<file path="config.mk">
export PLATFORM = sky130hd
export DESIGN_NAME = reglist_runs
export DESIGN_NICKNAME = d
export VERILOG_FILES = /design/src/rtl/rl_pkg.sv /design/src/rtl/rl_expand.sv /design/src/rtl/rl_run_find.sv /design/src/rtl/reglist_runs.sv
export SDC_FILE = /design/constraint.sdc
export NUM_CORES = 1
export LEC_CHECK = 0
export BUFFER_PORTS_ARGS = -buffer_cell sky130_fd_sc_hd__buf_2
export CAP_MARGIN = 10
export CORE_MARGIN = 4
export CORE_UTILIZATION = 53
export DETAILED_ROUTE_END_ITERATION = 16
export HOLD_SLACK_MARGIN = 0.12
export PLACE_DENSITY = 0.86
export SETUP_SLACK_MARGIN = 0.4
export SYNTH_ARGS = -nofsm -noshare
export SYNTH_HDL_FRONTEND = slang
export SYNTH_HIERARCHICAL = 1
export SYNTH_SLANG_ARGS = --single-unit
</file>
<file path="constraint.sdc">
create_clock -name clk_i -period 3.5 [get_ports clk_i]
set_input_delay 0 -clock clk_i [delete_from_list [all_inputs] [get_ports clk_i]]
set_output_delay 0 -clock clk_i [all_outputs]
set_load 0.01 [all_outputs]
</file>
<file path="src/rtl/rl_pkg.sv">
package rl_pkg;
  localparam int unsigned WORD_W = 32;
  localparam int unsigned REG_N  = 32;
  localparam int unsigned REG_W  = $clog2(REG_N);

  typedef struct packed {
    logic             ok;
    logic [REG_W-1:0] idx;
  } map_t;

  // field bit -> register; ok=0 for bits with no register
  function automatic map_t map_bit(input int unsigned b);
    map_t m;
    m.ok  = 1'b1;
    m.idx = '0;
    case (b)
      0:  m.idx = REG_W'(30);
      21: m.idx = REG_W'(31);
      22: m.idx = REG_W'(29);
      23: m.idx = REG_W'(28);
      24: m.idx = REG_W'(23);
      25: m.idx = REG_W'(22);
      26: m.idx = REG_W'(21);
      27: m.idx = REG_W'(20);
      28: m.idx = REG_W'(27);
      29: m.idx = REG_W'(26);
      30: m.idx = REG_W'(25);
      31: m.idx = REG_W'(24);
      default: m.ok = 1'b0;
    endcase
    return m;
  endfunction

  function automatic logic [REG_W-1:0] low_index(input logic [REG_N-1:0] v);
    logic [REG_W-1:0] r;
    r = '0;
    for (int i = REG_N - 1; i >= 0; i--)
      if (v[i]) r = REG_W'(i);
    return r;
  endfunction
endpackage

</file>
<file path="src/rtl/rl_expand.sv">
module rl_expand
  import rl_pkg::*;
#(
  parameter logic [WORD_W-1:0] FIELD_MASK = 32'hFFE0_0001
) (
  input  logic [WORD_W-1:0] word_i,
  output logic [REG_N-1:0]  mask_o,
  output logic              err_o
);
  always_comb begin
    mask_o = '0;
    err_o  = 1'b0;
    for (int i = 0; i < int'(WORD_W); i++) begin
      if (FIELD_MASK[i] && word_i[i]) begin
        if (map_bit(i).ok) mask_o[map_bit(i).idx] = 1'b1;
        else               err_o = 1'b1;
      end
    end
  end
endmodule

</file>
<file path="src/rtl/rl_run_find.sv">
module rl_run_find
  import rl_pkg::*;
(
  input  logic [REG_N-1:0] rem_i,
  output logic [REG_W-1:0] lo_o,
  output logic [REG_W-1:0] hi_o,
  output logic [REG_N-1:0] rem_next_o,
  output logic             final_o
);
  logic [REG_N-1:0] below;   // bits under the lowest set bit
  logic [REG_N-1:0] filled;  // remainder with the bits below filled in
  logic [REG_N-1:0] gap;     // lowest zero of filled, one-hot
  logic [REG_N-1:0] run;

  always_comb begin
    below      = (rem_i & (~rem_i + 1'b1)) - 1'b1;
    filled     = rem_i | below;
    gap        = ~filled & (filled + 1'b1);
    run        = (gap - 1'b1) & ~below;
    lo_o       = low_index(rem_i);
    hi_o       = (gap == '0) ? REG_W'(REG_N - 1) : REG_W'(low_index(gap) - 1'b1);
    rem_next_o = rem_i & ~run;
    final_o    = (rem_next_o == '0);
  end
endmodule

</file>
<file path="src/rtl/reglist_runs.sv">
module reglist_runs
  import rl_pkg::*;
#(
  parameter logic [WORD_W-1:0] FIELD_MASK = 32'hFFE0_0001
) (
  input  logic              clk_i,
  input  logic              rst_ni,
  input  logic              in_valid_i,
  output logic              in_ready_o,
  input  logic [WORD_W-1:0] in_word_i,
  output logic              out_valid_o,
  input  logic              out_ready_i,
  output logic [REG_W-1:0]  run_lo_o,
  output logic [REG_W-1:0]  run_hi_o,
  output logic              run_last_o,
  output logic              done_o,
  output logic [REG_N-1:0]  mask_o,
  output logic              err_o
);
  logic             busy_q;
  logic [REG_N-1:0] rem_q, mask_q;
  logic             err_q;
  logic [REG_N-1:0] exp_mask, rem_next;
  logic             exp_err, accept, take;

  rl_expand #(.FIELD_MASK(FIELD_MASK)) u_expand (
    .word_i (in_word_i),
    .mask_o (exp_mask),
    .err_o  (exp_err)
  );

  rl_run_find u_find (
    .rem_i      (rem_q),
    .lo_o       (run_lo_o),
    .hi_o       (run_hi_o),
    .rem_next_o (rem_next),
    .final_o    (run_last_o)
  );

  assign in_ready_o  = ~busy_q;
  assign accept      = in_valid_i & in_ready_o;
  assign out_valid_o = busy_q & (rem_q != '0);
  assign done_o      = busy_q & (rem_q == '0);
  assign take        = out_valid_o & out_ready_i;
  assign mask_o      = mask_q;
  assign err_o       = err_q;

  always_ff @(posedge clk_i or negedge rst_ni) begin
    if (!rst_ni) begin
      busy_q <= 1'b0;
      rem_q  <= '0;
      mask_q <= '0;
      err_q  <= 1'b0;
    end else if (accept) begin
      busy_q <= 1'b1;
      rem_q  <= exp_mask;
      mask_q <= exp_mask;
      err_q  <= exp_err;
    end else if (take) begin
      rem_q <= rem_next;
    end else if (done_o) begin
      busy_q <= 1'b0;
    end
  end

  p_hold_r7: assert property (@(posedge clk_i) disable iff (!rst_ni)
    out_valid_o && !out_ready_i |=> out_valid_o && $stable(run_lo_o)
      && $stable(run_hi_o) && $stable(run_last_o));

  p_ascend_r3: assert property (@(posedge clk_i) disable iff (!rst_ni)
    take && !run_last_o |=> out_valid_o
      && ({1'b0, run_lo_o} > {1'b0, $past(run_hi_o)} + 1'b1));

  p_run_r4: assert property (@(posedge clk_i) disable iff (!rst_ni)
    out_valid_o |-> run_lo_o <= run_hi_o && mask_o[run_lo_o] && mask_o[run_hi_o]);

  p_done_after_last_r8: assert property (@(posedge clk_i) disable iff (!rst_ni)
    take && run_last_o |=> done_o && !out_valid_o);

  p_mask_hold_r11: assert property (@(posedge clk_i) disable iff (!rst_ni)
    !in_ready_o |=> $stable(mask_o) && $stable(err_o));

  p_empty_r5: assert property (@(posedge clk_i) disable iff (!rst_ni)
    busy_q && mask_o == '0 |-> done_o && !out_valid_o);
endmodule

</file>
==> results of run 1 <==
registers in the layout (all words and copies together) (netlist names):
register / count
busy_q: 1
rem_q: 32
err_o: 1
mask_o: 32
synth_stat cells, types with 21 or more instances:
library cell,number
a21o_1,30
a21oi_1,35
buf_4,37
clkbuf_1,21
dfrtp_1,66
inv_1,24
mux2_2,33
mux2i_1,33
nand2_1,57
nor2_1,47
o21ai_0,28
o22ai_1,33
area by class of cell:
| type | count | area, um2 |
|---|---|---|
| clock buffers | 10 | 128 |
| clock inverters | 6 | 90.1 |
| fillers | 778 | 3120 |
| inverters | 25 | 93.8 |
| multi-input cells | 455 | 3110 |
| flip-flops and latches | 66 | 1650 |
| well taps | 129 | 161 |
| repair buffers | 144 | 975 |
logic make-up (layout without fill, tap and decap cells):
family                     after synthesis  count (layout)  synth area share
and+or+nand+nor                        181             181             0.182
DFF                                     66              66             0.322
AOI/OAI and AO/OA                      182             182             0.239
xor gates and xnor gates                 2               2           0.00342
adders and majority gates                1               1           0.00244
muxes                                   66              66             0.137
buffers and inverters                  103             185             0.112
other                                    2              23           0.00147
worst max path at each step:
stage                          from     endpoint  slack, ns  cells after the start
after floorplan            rem_q[2]  run_hi_o[4]      -0.03                     13
after global placement     rem_q[7]  run_hi_o[4]      -0.06                     13
after detailed placement  rem_q[11]  run_hi_o[2]      -0.11                     12
after CTS                  rem_q[0]  run_hi_o[4]      -0.45                     13
after global routing       rem_q[2]  run_hi_o[4]      -0.59                     13
final                      rem_q[2]  run_hi_o[4]      -0.45                     13
routing by layer:
layer  vias up  global-route usage  share of wire
li1       2329                   -              -
met1      2412               0.342           0.41
met2       219               0.485           0.51
met3        41              0.0419          0.057
met4         0               0.109          0.031
met5         -                   0              0
timing repair:
| item | CTS | global route |
|---|---|---|
| resized for setup | 8 | 8 |
| endpoints found under the hold margin | 48 | 0 |
| cloned | 0 | 0 |
| hold buffers | 13 | 0 |
| pin swaps | 4 | 4 |
| endpoints found under the setup margin | 8 | 14 |
| setup buffers | 7 | 1 |
per-stage QoR:
stage | setup WS, ns | util | power, W
2_1_floorplan | -0.0335 | - | 0.00390
3_3_place_gp | -0.0587 | 0.613 | 0.00525
3_5_place_dp | -0.111 | 0.613 | 0.00532
4_1_cts | -0.449 | 0.660 | 0.00620
5_1_grt | -0.592 | 0.666 | 0.00677
6_report | -0.453 | 0.666 | 0.00634
where the power goes:
part | internal [W] | switching [W] | total [W]
Clock | 0.000404 | 0.000342 | 0.000746
Combinational | 0.00195 | 0.00237 | 0.00432
Sequential | 0.00104 | 0.000227 | 0.00127
Total | 0.00340 | 0.00294 | 0.00634
==> summary.txt, run 1 <==
Vias in the first global route -> 4892
Die Wd -> 106 um
H-tree levels -> 3
FF+latch count, synth -> 66
First-pass GRT wire length -> 25.2 mm
Final worst slack -> -0.453 ns
Minimum clock period -> 3.95 ns
I/O pins -> 83
CP bufs+invs -> 2
Via count -> 5001
Post-Layout Cell Count -> 835
Tot GR Track Use -> 0.277
Commonest non-fill, non-tap cell in the layout -> buf_4
Failing checks -> setup timing
CP arrival -> 3.95 ns
Critical R2R Capture -> rem_q[28]
Leakage -> 3.10 nW
Family with the most delay on the worst path -> simple AND/OR/NAND/NOR gates
Clock sink total -> 66
Critical Path, Cell by Cell -> nor4_4, buf_4, nand4_1, o41ai_2, nand3_1, or3_4, or4_4, o311ai_4, a211oi_2, ha_2, nand3_2, mux2i_2, buf_2
Setup violations, final -> 6
Status -> finished, violations left
Clock Skew -> 0.0166 ns
Critical Path Fanout Max -> 6
Initial antenna violation count -> 0
Crit-path slowest cell -> or4_4
Final Max Tran Viols -> 0
Startpoint Class -> flip-flop
Hold WS -> 0.210 ns
Std-Cell Rows -> 35
Distinct cells, synth -> 68
Finished Cell Area -> 6210 um2
Post-Syn Area -> 5120 um2
Final antenna-violating net count -> 0
Die height -> 106 um
Setup tns final -> -2.08 ns
Layout cells sized above 1 -> 0.307
Worst-path clk slew -> 0.08 ns
Gpl congestion -> 1.01
Post-synth top area share -> 0.322
DIE AREA -> 11300 um2
Predominant post-synthesis flop cell -> dfrtp_1
Layout Nets -> 738
Post-synthesis sequential area ratio -> 0.322
Power density over cell area -> 1020 nW/um2
Hpwl dp -> 11.0 mm
CTS Buf Count -> 9
Starting Density -> 0.549
CTS root buffer -> clkbuf_8
Per-cell routed wire length -> 18.5 um
Area grow syn2layout -> 21.1%
Register-to-register setup slack -> 0.36 ns
Core Region -> 9330 um2
Clock latency on the worst-skew pair -> 0.36 ns
Crit end category -> primary output
Critical Path RT -> 3.50 ns
Largest net degree at the start of global routing -> 67
Yosys top cell by area -> dfrtp_1
Worst hold-check path type -> input port to async pin
Top cells by area, synth -> dfrtp_1 (32%), mux2_2 (7.3%), mux2i_1 (6.4%)
Count of flip-flops with a built-in enable after synthesis -> 0
TritonRoute pass-1 iters -> 5
Ys Warns -> 6
Async SR Flop Fraction -> 1.00
Routed vias/inst -> 5.99
R2R Path Start -> rem_q[2]
Peak VDD IR -> 451 uV
Clock tree buffer depth -> 2
Placed insts -> 798
Syn Inst Count -> 603
RSZ-0062 raised after global routing -> true
Worst Setup Path Type -> flip-flop to primary output
DRC viols -> 0
# Max-Cap Violations -> 0
Max_slew headroom -> 0.542
Commonest cells after routing, fill and taps aside -> buf_4 (67), dfrtp_1 (65), buf_2 (62), nand2_1 (57), nor2_1 (44)
CTS tree -> done
Fin. Hold Viols -> 0
Fin crit share -> 1.13
Worst reg-to-reg path cell count -> 11
WL final -> 15.4 mm
First DRT Iteration DRCs -> 362
Quantity of I/O buffers inserted on ports -> 62
Mapped Avg Cell Area -> 8.50 um2
CP max stage delay -> 0.56 ns
Peak Freq -> 0.253 GHz
Post-DP Area -> 5720 um2
Antenna cells -> 0
Worst Max-Slew Pin Slew -> 0.687 ns
Total gr overflow -> 0
Power figures use the tool's default switching activity.
==> run 2: changes to the inputs <==
CORE_UTILIZATION = 42   (was 53)
PLACE_DENSITY = 0.83   (was 0.86)
SYNTH_HIERARCHICAL = default   (was 1)
==> run 2 against run 1 <==
Final cell count down 63%. Worst setup slack better by 1.1 ns. Register-to-register slack better by 0.95 ns. Clock skew down 0.013 ns. Maximum frequency up 37%. Flip-flop and latch count down 41. Non-clock buffer count down 91. Total power down 64%. Synthesized cell count down 64%. Clock-buffer cell count down 6. Worst hold slack worse by 0.034 ns. Core utilization down 15 points. The run now ends clean. Critical path type unchanged.
==> summary.txt, run 2 <==
Clock Power Share -> 0.073 (was 0.118)
I/O pins -> 83 (unchanged)
Hold path depth -> 3
Post-Route M1 WL -> 1.80 mm (was 6.29 mm)
Area grow syn2layout -> 17.3% (was 21.1%)
Predominant post-synthesis flop cell -> dfrtp_1 (unchanged)
Via count -> 1597 (was 5001)
Simple-Gate Fraction of Synth Area -> 0.246 (was 0.182)
Post-synth top area share -> 0.359 (was 0.322)
TritonRoute pass-1 iters -> 4 (was 5)
Post-CTS Setup Bufs -> 0 (was 7)
Worst-path clk slew -> 0.08 ns (about the same)
Sw Pwr -> 0.00115 W (was 0.00294 W)
Mapped Avg Cell Area -> 8.03 um2 (was 8.50 um2)
DR WL met2 -> 1.96 mm (was 7.80 mm)
Fin. Hold Viols -> 0 (unchanged)
Die height -> 72.4 um (was 106 um)
Top Metal Used -> met4 (unchanged)
CTS Buf Count -> 3 (was 9)
Largest family of logic cells by synthesized area -> simple AND/OR/NAND/NOR gates (was compound AO/OA/AOI/OAI gates)
CTS tree -> done (unchanged)
Async SR Flop Fraction -> 1.00 (unchanged)
Starting Density -> 0.436 (was 0.549)
RSZ-0062 raised after global routing -> false (was true)
Antenna cells -> 0 (unchanged)
H-tree levels -> 1 (was 3)
Largest net degree at the start of global routing -> 26 (was 67)
Combinational share of power -> 0.643 (was 0.682)
Count of flip-flops with a built-in enable after synthesis -> 0 (unchanged)
Setup violations, final -> 0 (was 6)
WL final -> 4.14 mm (was 15.4 mm)
Max_slew headroom -> 0.323 (was 0.542)
Clock Skew -> 0.00377 ns (was 0.0166 ns)
Layout Nets -> 297 (was 738)
Switching portion of total power -> 0.508 (was 0.464)
Internal -> 0.00111 W (was 0.00340 W)
Critical Path Fanout Max -> 10 (was 6)
Share of power burned in registers -> 0.284 (was 0.200)
First DRT Iteration DRCs -> 63 (was 362)
Total gr overflow -> 0 (unchanged)
Final antenna-violating net count -> 0 (unchanged)
Synth Area in Adders -> 0.00718 (was 0.00244)
Power density over cell area -> 1100 nW/um2 (was 1020 nW/um2)
Die Wd -> 72.4 um (was 106 um)
Leakage -> 1.01 nW (was 3.10 nW)
Worst reg-to-reg path cell count -> 5 (was 11)
Crit end category -> primary output (unchanged)
Worst hold-check path type -> input port to flip-flop (was input port to async pin)
Per-cell routed wire length -> 13.4 um (was 18.5 um)
Commonest cells after routing, fill and taps aside -> nand2_1 (55), buf_2 (40), dfrtp_1 (24), conb_1 (22), a21oi_1 (15) (was buf_4 (67), dfrtp_1 (65), buf_2 (62), nand2_1 (57), nor2_1 (44))
Worst Max-Slew Pin Slew -> 1.01 ns (was 0.687 ns)
DIE AREA -> 5240 um2 (was 11300 um2)
Fin crit share -> 0.822 (was 1.13)
Syn Inst Count -> 217 (was 603)
Peak Freq -> 0.348 GHz (was 0.253 GHz)
Routed vias/inst -> 5.17 (was 5.99)
Clock latency on the worst-skew pair -> 0.26 ns (was 0.36 ns)
Hold WS -> 0.176 ns (was 0.210 ns)
Clock sink total -> 25 (was 66)
Initial antenna violation count -> 0 (unchanged)
Status -> complete, no violations (was finished, violations left)
Tot GR Track Use -> 0.160 (was 0.277)
Clock tree buffer depth -> 2 (unchanged)
CTS root buffer -> clkbuf_8 (unchanged)
Most common cell in the netlist -> nand2_1 (was dfrtp_1)
Layout cells sized above 1 -> 0.224 (was 0.307)
# Max-Cap Violations -> 0 (unchanged)
First-pass GRT wire length -> 6.79 mm (was 25.2 mm)
CP arrival -> 2.88 ns (was 3.95 ns)
Hpwl dp -> 2.99 mm (was 11.0 mm)
Mux share of post-synthesis cell area -> 0 (was 0.137)
FF+latch count, synth -> 25 (was 66)
Std-Cell Rows -> 23 (was 35)
Minimum clock period -> 2.88 ns (was 3.95 ns)
Vias in the first global route -> 1522 (was 4892)
Final Max Tran Viols -> 0 (unchanged)
Post-Syn Area -> 1740 um2 (was 5120 um2)
Gpl congestion -> 0.957 (was 1.01)
Core Region -> 4000 um2 (was 9330 um2)
Distinct cells, synth -> 46 (was 68)
Quantity of I/O buffers inserted on ports -> 40 (was 62)
Post-synthesis sequential area ratio -> 0.359 (was 0.322)
Synth Area in Compound Gates -> 0.235 (was 0.239)
Xor/xnor cell area share of the yosys netlist -> 0.00503 (was 0.00342)
Top cells by area, synth -> dfrtp_1 (36%), nand2_1 (12%), buf_4 (9.5%) (was dfrtp_1 (32%), mux2_2 (7.3%), mux2i_1 (6.4%))
Ys Warns -> 0 (was 6)
Critical Path RT -> 3.50 ns (about the same)
Worst Setup Path Type -> flip-flop to primary output (unchanged)
Register-to-register setup slack -> 1.31 ns (was 0.36 ns)
Startpoint Class -> flip-flop (unchanged)
Commonest non-fill, non-tap cell in the layout -> nand2_1 (was buf_4)
Setup tns final -> 0 ns (was -2.08 ns)
Synth cell count leaders -> nand2_1 (55), dfrtp_1 (25), buf_4 (22) (was dfrtp_1 (66), nand2_1 (57), nor2_1 (47))
Peak VDD IR -> 509 uV (was 451 uV)
Met3 wire length -> 296 um (was 879 um)
Yosys top cell by area -> dfrtp_1 (unchanged)
DRC viols -> 0 (unchanged)
==> run 2: routing by layer <==
metal,GRT usage,vias up
met4,0.0738,0
met1,0.211,727
met2,0.259,65
met5,0,-
met3,0.0249,9
li1,-,796
==> run 2: timing repair <==
action,in CTS,in global routing
setup endpoints to repair,1,1
hold endpoints to repair,49,0
hold buffers,13,0
gates resized for setup,1,3
==> run 2: final timing paths <==
path	to	start
min in group asynchronous	busy_q	rst_ni
min	rem_q[20]	out_ready_i
max in group asynchronous	rem_q[22]	rst_ni
min reg2reg	mask_o[23]	mask_o[23]
max reg2reg	rem_q[25]	rem_q[29]
max	run_hi_o[2]	rem_q[21]
==> run 2: area by class of cell <==
type | instances | area [um2]
clock buffers | 4 | 45.0
fillers | 376 | 1960
inverters | 7 | 26.3
multi-input cells | 170 | 953
flip-flops and latches | 25 | 627
well taps | 50 | 62.6
repair buffers | 53 | 330
==> run 2: worst max-delay path, stage by stage (launching register included) <==
cell and delay, ns:
dfrtp_1 0.52, or2_2 0.38, o22a_1 0.30, a2bb2oi_2 0.24, a2111oi_2 0.38, nor3_1 0.08
ha_1 0.21, xnor2_1 0.16, nor2_1 0.05, a31oi_1 0.14, buf_2 0.15
==> run 2: cells by family after synthesis <==
| group | count (synthesis) |
|---|---|
| adders and majority gates | 1 |
| buffers and inverters | 42 |
| AOI/OAI and AO/OA | 57 |
| other | 2 |
| and+or+nand+nor | 89 |
| xor gates and xnor gates | 1 |
| DFF | 25 |
==> run 2: power by group through the flow <==
stage                     clock (W)  sequential [W]  combinational [W]
final                      0.000165        0.000642            0.00145
after global routing       0.000180        0.000668            0.00161
after CTS                  0.000172        0.000629            0.00143
after detailed placement          0        0.000632            0.00141
after global placement            0        0.000624            0.00138
after floorplan                   0        0.000533            0.00110
==> run 2: stage by stage <==
step                      area, um2  setup WS [ns]  std cells  power [W]  utilization
after floorplan                1820           1.16        237    0.00163            -
after global placement         1860          0.734        292    0.00200        0.464
after detailed placement       1860          0.667        292    0.00204        0.464
after CTS                      2030          0.417        309    0.00223        0.508
after global routing           2040          0.486        309    0.00246        0.511
final                          2040          0.623        309    0.00226        0.511
